--- config.mk ---
export PLATFORM = sky130hd
export DESIGN_NAME = tone_channel
export DESIGN_NICKNAME = d
export VERILOG_FILES = /design/src/rtl/tone_channel.sv
export SDC_FILE = /design/constraint.sdc
export NUM_CORES = 1
export LEC_CHECK = 0
export ABC_AREA = 1
export BUFFER_PORTS_ARGS = -buffer_cell sky130_fd_sc_hd__buf_2
export CAP_MARGIN = 0
export CORE_ASPECT_RATIO = 1.4
export CORE_MARGIN = 4
export CORE_UTILIZATION = 45
export DETAILED_ROUTE_END_ITERATION = 8
export GPL_ROUTABILITY_DRIVEN = 0
export PLACE_DENSITY = 0.67
export REMOVE_ABC_BUFFERS = 1
export SYNTH_ARGS = -nofsm -noshare
export SYNTH_HDL_FRONTEND = slang
export SYNTH_SLANG_ARGS = --single-unit
--- constraint.sdc ---
create_clock -name clk -period 2 [get_ports clk]
set_input_delay 0.2 -clock clk [delete_from_list [all_inputs] [get_ports clk]]
set_output_delay 0.2 -clock clk [all_outputs]
set_load 0.02 [all_outputs]
--- src/rtl/tone_channel.sv ---
module tone_channel #(
  parameter int PW          = 10,
  parameter int PRESCALE    = 16,
  parameter bit ZERO_IS_MAX = 1'b1
) (
  input  logic          clk,
  input  logic          rst,
  input  logic [PW-1:0] period_in,
  input  logic          period_we,
  output logic          phase,
  output logic          tick,
  output logic [PW-1:0] period_q
);
  localparam int SW = $clog2(PRESCALE);
  localparam logic [SW-1:0] PRE_LAST = SW'(PRESCALE - 1);
  localparam logic [PW-1:0] ONE = PW'(1);

  logic [SW-1:0] pre;
  logic [PW-1:0] cnt;
  logic          expire;

  assign tick = (pre == PRE_LAST);

  generate
    if (ZERO_IS_MAX) begin : g_dec_first
      assign expire = (cnt == ONE);
    end else begin : g_zero_fast
      assign expire = (cnt <= ONE);
    end
  endgenerate

  always_ff @(posedge clk) begin
    if (rst) begin
      pre      <= '0;
      cnt      <= '0;
      phase    <= 1'b0;
      period_q <= '0;
    end else begin
      pre <= tick ? '0 : pre + 1'b1;
      if (period_we) period_q <= period_in;
      if (tick) begin
        if (expire) begin
          cnt   <= period_q;
          phase <= ~phase;
        end else begin
          cnt <= cnt - ONE;
        end
      end
    end
  end
endmodule


==> results by group, run 1 <==
Outcome
  – Status: completed

Synth
  – Yosys reg bits: 25
  – Yosys cell types: 21
  – Largest area contributor in the netlist: dfxtp_1
  – Mapped Avg Cell Area: around 7 µm²
  – Top_reg_cell synth: dfxtp_1
  – Post-synth ARST share: 0%
  – Yosys top cell area share: around two fifths
  – Seq/Total Area, Yosys: 38.7%
  – Top cells by area, synth: dfxtp_1 39%, nand2_1 14%, inv_1 8.4%
  – Gate Count Post-Synth: about 190
  – Mapped cell area: roughly 1300 µm²
  – Number of flops mapped to enable cells by yosys: 0
  – YS warnings: 0

Power
  – Sw Ratio: 24.8%
  – Switch Pwr: about 0.21 mW
  – Leakage: roughly 0.74 nW
  – Combinational power share: approximately a tenth
  – Total power: 0.833 mW
  – Clock Power Share: between 20% and 30%
  – Sequential power share: roughly 64%
  – Int Pwr: ~0.63 mW
  – Worst vdd ir: 0.397 mV
  – Pwr Density: between 500 and 600 nW/µm²

Timing
  – RSZ-0062 raised after global routing: false
  – Final setup TNS: 0 ns
  – Final hold vios: 0
  – Final Critical Period: ~1.6 ns
  – Setup Viol. Count Final: 0
  – Hold WS: 0.0897 ns
  – Relative slew slack: between 70% and 80%
  – Worst slew pin tran: between 0.4 and 0.5 ns
  – Fmax: between 0.6 and 0.7 GHz
  – Clock skew: approximately 0.0016 ns
  – Slew Viols, Final: 0
  – Crit share post-route: between 80% and 90%

Final layout
  – Commonest non-fill, non-tap cells in the layout: 49 x nand2_1, 29 x inv_1, 25 x dfxtp_1
  – Layout cells sized above 1: between 20% and 30%
  – Commonest non-fill, non-tap cell in the layout: nand2_1
  – Design area: roughly 1500 µm²
  – Final Non-Filler Cells: approximately 250
  – Final net count: ~230
  – Diode count: 0
  – Area Overhead vs Synth: 14.2%

Clocking
  – Setup bufs post-CTS: 0
  – Clock tree buffer depth: 2
  – CTS tree: yes
  – Post-CTS sizing: 0
  – Clock sinks: 25
  – # hold bufs at CTS: 0
  – Number of H-tree levels: 1
  – Clk Latency, worst-skew pair: 0.31 ns
  – Num CTS Buffers: 3
  – Clk root buf: clkbuf_4
  – Reg clk slew, reported paths: about 0.12 ns

Die
  – I/O Pins: 25
  – Die Span X: roughly 53 µm
  – Site row count: 22
  – Full die area: 3810 µm²
  – Die Span Y: ~71 µm
  – Core Area: 2700 µm²
  – Initial cell density of the core: between 40% and 50%

Routing
  – Detailed Route WL: around 2.7 mm
  – Drt wl/cell: 10.7 µm
  – DR vias/cell: 4.73
  – Starting DRT DRC Count: 22
  – Post-route DRC: 0
  – Via Count: between 1k and 1.5k
  – Post-detailed-route count of antenna-violating nets: 0
  – Drt first pass iters: 4

Worst hold path
  – Hold path startpoint: rst
  – Worst-case hold path end point: pre[2]
  – Hold crit path type: in2reg
  – Hold Path Stages: 2

Global routing
  – Largest net degree at the start of global routing: 19
  – Total GRT Usage: between 10% and 20%
  – Grt ovf: 0
  – First-pass GRT wire length: 4.76 mm
  – Vias in the first global route: roughly 1.2k
  – Initial antenna violation count: 0

Critical path
  – Largest delay share family, worst path: flip-flops
  – Crit-path cells: ha_1, nand3_2, inv_1, buf_2
  – Crit Path Class: reg2out
  – CP arrival: 1.43 ns
  – Bufs and invs on worst path: 2
  – Crit. End Element: output port
  – WP data required: ~1.8 ns
  – Reg2Reg Setup Slack: 0.63 ns
  – Critical-path maximum fanout: 5
  – R2R Path Start: pre[0]
  – Reg2reg path depth: 6
  – R2R Path End: pre[3]
  – Slowest cell on the critical path: dfxtp_1
  – Critical Path Max Stage Delay: 0.38 ns
  – CP Launch Type: flip-flop

Placement
  – Post-Place Cells: approximately 240
  – Hpwl dp: 2.16 mm
  – PortBufs: 24
  – Placed cell areas: 1450 µm²

Flow run
  – Max-cap viol count: 0
sequential cells by signal (all words and copies together) (netlist names):
signal    flops
cnt          10
period_q     10
phase         1
pre           4
cells by family after synthesis:
group,share of synthesized area (%)
AND/OR/NAND/NOR,37.6
adder cells (fa/ha/maj),2.90
XOR/XNOR,0.678
buffers and inverters,9.29
AO/OA/AOI/OAI,10.8
flip-flops,38.7
cell usage after synthesis (2+ instances only):
cell type / count
o21ai_0: 17
inv_1: 29
o21ai_1: 2
nand3_1: 15
nand3_2: 3
a21oi_1: 9
nand2_1: 49
nor2_4: 6
nor2_1: 16
dfxtp_1: 25
ha_1: 3
nand2_2: 2
metrics by stage:
step / worst slack, ns / util, %
after CTS: 0.357 / 54.7
after detailed placement: 0.644 / 53.8
final: 0.369 / 54.7
after floorplan: 0.708 / -
after global placement: 0.735 / 53.8
after global routing: 0.242 / 54.7
layer usage:
layer | global-route usage, % | wire, µm
met5 | 0 | 0
met4 | 5.40 | 38
met3 | 1.46 | 86
met2 | 27.7 | 1300
met1 | 19.9 | 1220
how the worst max path moves through the flow:
stage                start     end  slack, ns  cells past startpoint
finish              pre[0]    tick       0.37                      4
global route        pre[0]    tick       0.24                      4
CTS                 pre[0]    tick       0.36                      4
detailed placement  pre[0]  pre[3]       0.64                      6
global placement    pre[0]   phase       0.74                      6
floorplan           pre[0]   phase       0.71                      6
cell type report:
cell class | count | area (µm²)
clock buffers | 4 | 26.3
fillers | 292 | 1220
inverters | 30 | 113
multi-input cells | 128 | 672
flip-flops and latches | 25 | 500
well taps | 36 | 45.0
repair buffers | 24 | 120
power groups by stage:
stage,Combinational (mW),Clock (mW),Sequential [mW]
floorplan,0.0338,0,0.556
global placement,0.0842,0,0.539
detailed placement,0.0865,0,0.540
CTS,0.0866,0.229,0.529
global route,0.0983,0.245,0.532
finish,0.0852,0.219,0.529
Power figures use the tool's default switching activity.
==> inputs of run 2 (changes only) <==
- PLACE_DENSITY: 0.67 -> 0.7
- clock period: 2 -> 1.35 ns (I/O delays scaled with it)
==> run 2 against run 1 <==
Against the previous run:
- first-iteration DRC count increased by 50%
- clock power is 55% higher
- critical path depth is the same
- die area did not move
- clock-buffer cell count unchanged
- global-route usage increased by 0.35 points
- worst setup slack lost 0.31 ns
- largest power group unchanged
- register-to-register slack worse by 0.53 ns
- critical path type unchanged
- sequential power up 48%
- utilization increased by 4.4 points
==> results by group, run 2 (same netlist as run 1, synthesis figures left out) <==
Outcome
  – Status: completed

Power
  – Sequential power share: 62.0% (-1.5 points)
  – Switch Pwr: 0.326 mW (+58%)
  – Worst vdd ir: 0.777 mV (+96%)
  – Total power: 1.26 mW (+52%)
  – Pwr Density: 791 nW/µm² (+40%)
  – Int Pwr: 0.936 mW (+49%)
  – Clock Power Share: 27.0% (+0.7 points)
  – Combinational power share: 11.1% (+0.9 points)
  – Sw Ratio: 25.8% (+1.0 points)
  – Leakage: 0.771 nW (+3.7%)

Final layout
  – Design area: 1600 µm² (+8.1%)
  – Largest regs: cnt x10, period_q x10, pre x4
  – Final net count: 234 (+2.6%)
  – Commonest non-fill, non-tap cell in the layout: nand2_1
  – Diode count: 0 (unchanged)
  – Layout cells sized above 1: 28.1% (+7.7 points)
  – Commonest non-fill, non-tap cells in the layout: 47 x nand2_1, 26 x inv_1, 23 x buf_2
  – Area Overhead vs Synth: 23.4%

Timing
  – Final Critical Period: approximately 1.3 ns
  – Setup Viol. Count Final: 0 (unchanged)
  – Clock skew: 0.00526 ns (+0.00365 ns)
  – Fmax: approximately 0.78 GHz
  – Relative slew slack: 72.1% (+0.36 points)
  – Worst slew pin tran: 0.418 ns (-0.00546 ns)
  – Final hold vios: 0 (unchanged)
  – Slew Viols, Final: 0 (unchanged)
  – Hold WS: 0.00758 ns (-0.0822 ns)
  – Crit share post-route: 95.6%

Routing
  – DR WL met3: 118 µm (+37%)
  – Met2 wire len: 1.45 mm (+11%)
  – Drt first pass iters: 4 (unchanged)
  – Top routing layer in use: met4
  – Drt wl/cell: 11.4 µm (+6.2%)
  – Starting DRT DRC Count: 33 (+50%)
  – Post-detailed-route count of antenna-violating nets: 0 (unchanged)
  – DR vias/cell: 4.91 (+3.8%)
  – Via Count: 1,242 (+6.3%)
  – Detailed Route WL: 2.88 mm (+8.7%)
  – Post-route DRC: 0 (unchanged)
  – Routed metal-1 wirelength: 1.21 mm (-0.74%)

Die
  – Initial cell density of the core: 47.9% (unchanged)
  – Core Area: 2700 µm² (unchanged)
  – Full die area: 3810 µm² (unchanged)
  – I/O Pins: 25 (unchanged)
  – Die Span Y: 71.4 µm (unchanged)
  – Site row count: 22 (unchanged)
  – Die Span X: 53.3 µm (unchanged)

Clocking
  – Reg clk slew, reported paths: 0.13 ns (about the same)
  – Num CTS Buffers: 3 (unchanged)
  – Clock sinks: 25 (unchanged)
  – CTS tree: yes
  – # hold bufs at CTS: 0 (unchanged)
  – Clock tree buffer depth: 2 (unchanged)
  – Number of H-tree levels: 1 (unchanged)
  – Clk Latency, worst-skew pair: 0.33 ns (+0.02 ns)
  – Clk root buf: clkbuf_4

Critical path
  – WP data required: 1.22 ns (-0.58 ns)
  – Crit. End Element: output port
  – Crit Path Class: reg2out
  – CP Launch Type: flip-flop
  – Critical-path maximum fanout: 4 (-1)
  – CP arrival: 1.16 ns (-0.27 ns)

Placement
  – Placed cell areas: 1470 µm² (+1.6%)
  – PortBufs: 24 (unchanged)
  – Hpwl dp: 2.14 mm (-0.89%)

Global routing
  – Initial antenna violation count: 0 (unchanged)
  – Vias in the first global route: 1,164 (-0.086%)
  – First-pass GRT wire length: 4.68 mm (-1.7%)
  – Largest net degree at the start of global routing: 19 (unchanged)
  – Grt ovf: 0 (unchanged)
  – Total GRT Usage: 16.3% (+0.35 points)

Worst hold path
  – Hold crit path type: in2reg

Flow run
  – Max-cap viol count: 0 (unchanged)
[run 2: changes by cell type in the layout (fill, tap and decap cells not counted), moves of 3 or more]
cell | before | now
inv_1 | 29 | 26
buf_4 | 0 | 5
dfxtp_1 | 25 | 22
ha_1 | 3 | 0
inv_2 | 1 | 4
[run 2: path summary, 6_finish.rpt]
| kind | endpoint | slack (ns) | depth (start not counted) | start |
|---|---|---|---|---|
| setup / recovery | tick | 0.06 | 4 | pre[0] |
| hold / removal | pre[2] | 0.008 | 2 | rst |
| setup reg to reg | pre[3] | 0.10 | 6 | pre[0] |
| hold reg to reg | cnt[8] | 0.48 | 2 | cnt[8] |
[run 2: stage by stage]
stage	utilization [%]	setup TNS [ns]	setup slack, ns	instances
finish	59.1	0	0.0598	253
floorplan	-	0	0.0575	183
global route	59.1	-0.0169	-0.0169	253
detailed placement	54.6	0	0.0140	246
CTS	56.7	0	0.0125	251
global placement	54.6	0	0.0351	246
[run 2: power groups by stage]
stage	logic, mW	registers, mW	clock network (mW)
after CTS	0.137	0.786	0.351
after global placement	0.130	0.797	0
after detailed placement	0.133	0.798	0
after global routing	0.155	0.786	0.379
after floorplan	0.0501	0.823	0
final	0.139	0.782	0.340
[run 2: cell type report]
cell class              count  area, µm²
fillers                   298       1100
multi-input cells         129        738
flip-flops and latches     25        509
repair buffers             29        164
inverters                  30        113
well taps                  36       45.0
clock buffers               4       26.3
[run 2: what timing repair did]
item / CTS / global route
buffers inserted: 1 / 1
endpoints found under the setup margin: 2 / 10
gates resized for setup: 6 / 15
cloned: 0 / 1
pin swaps: 1 / 2
[run 2: per-layer routing]
metal	GRT usage, %	vias up
met4	9.94	0
met3	2.70	11
met5	0	-
met1	18.1	551
li1	-	646
met2	27.8	34
[run 2: worst max-delay path, stage by stage (launching register included)]
cell	delay, ns
dfxtp_4	0.38
ha_4	0.15
nand3_4	0.09
inv_2	0.09
buf_6	0.11
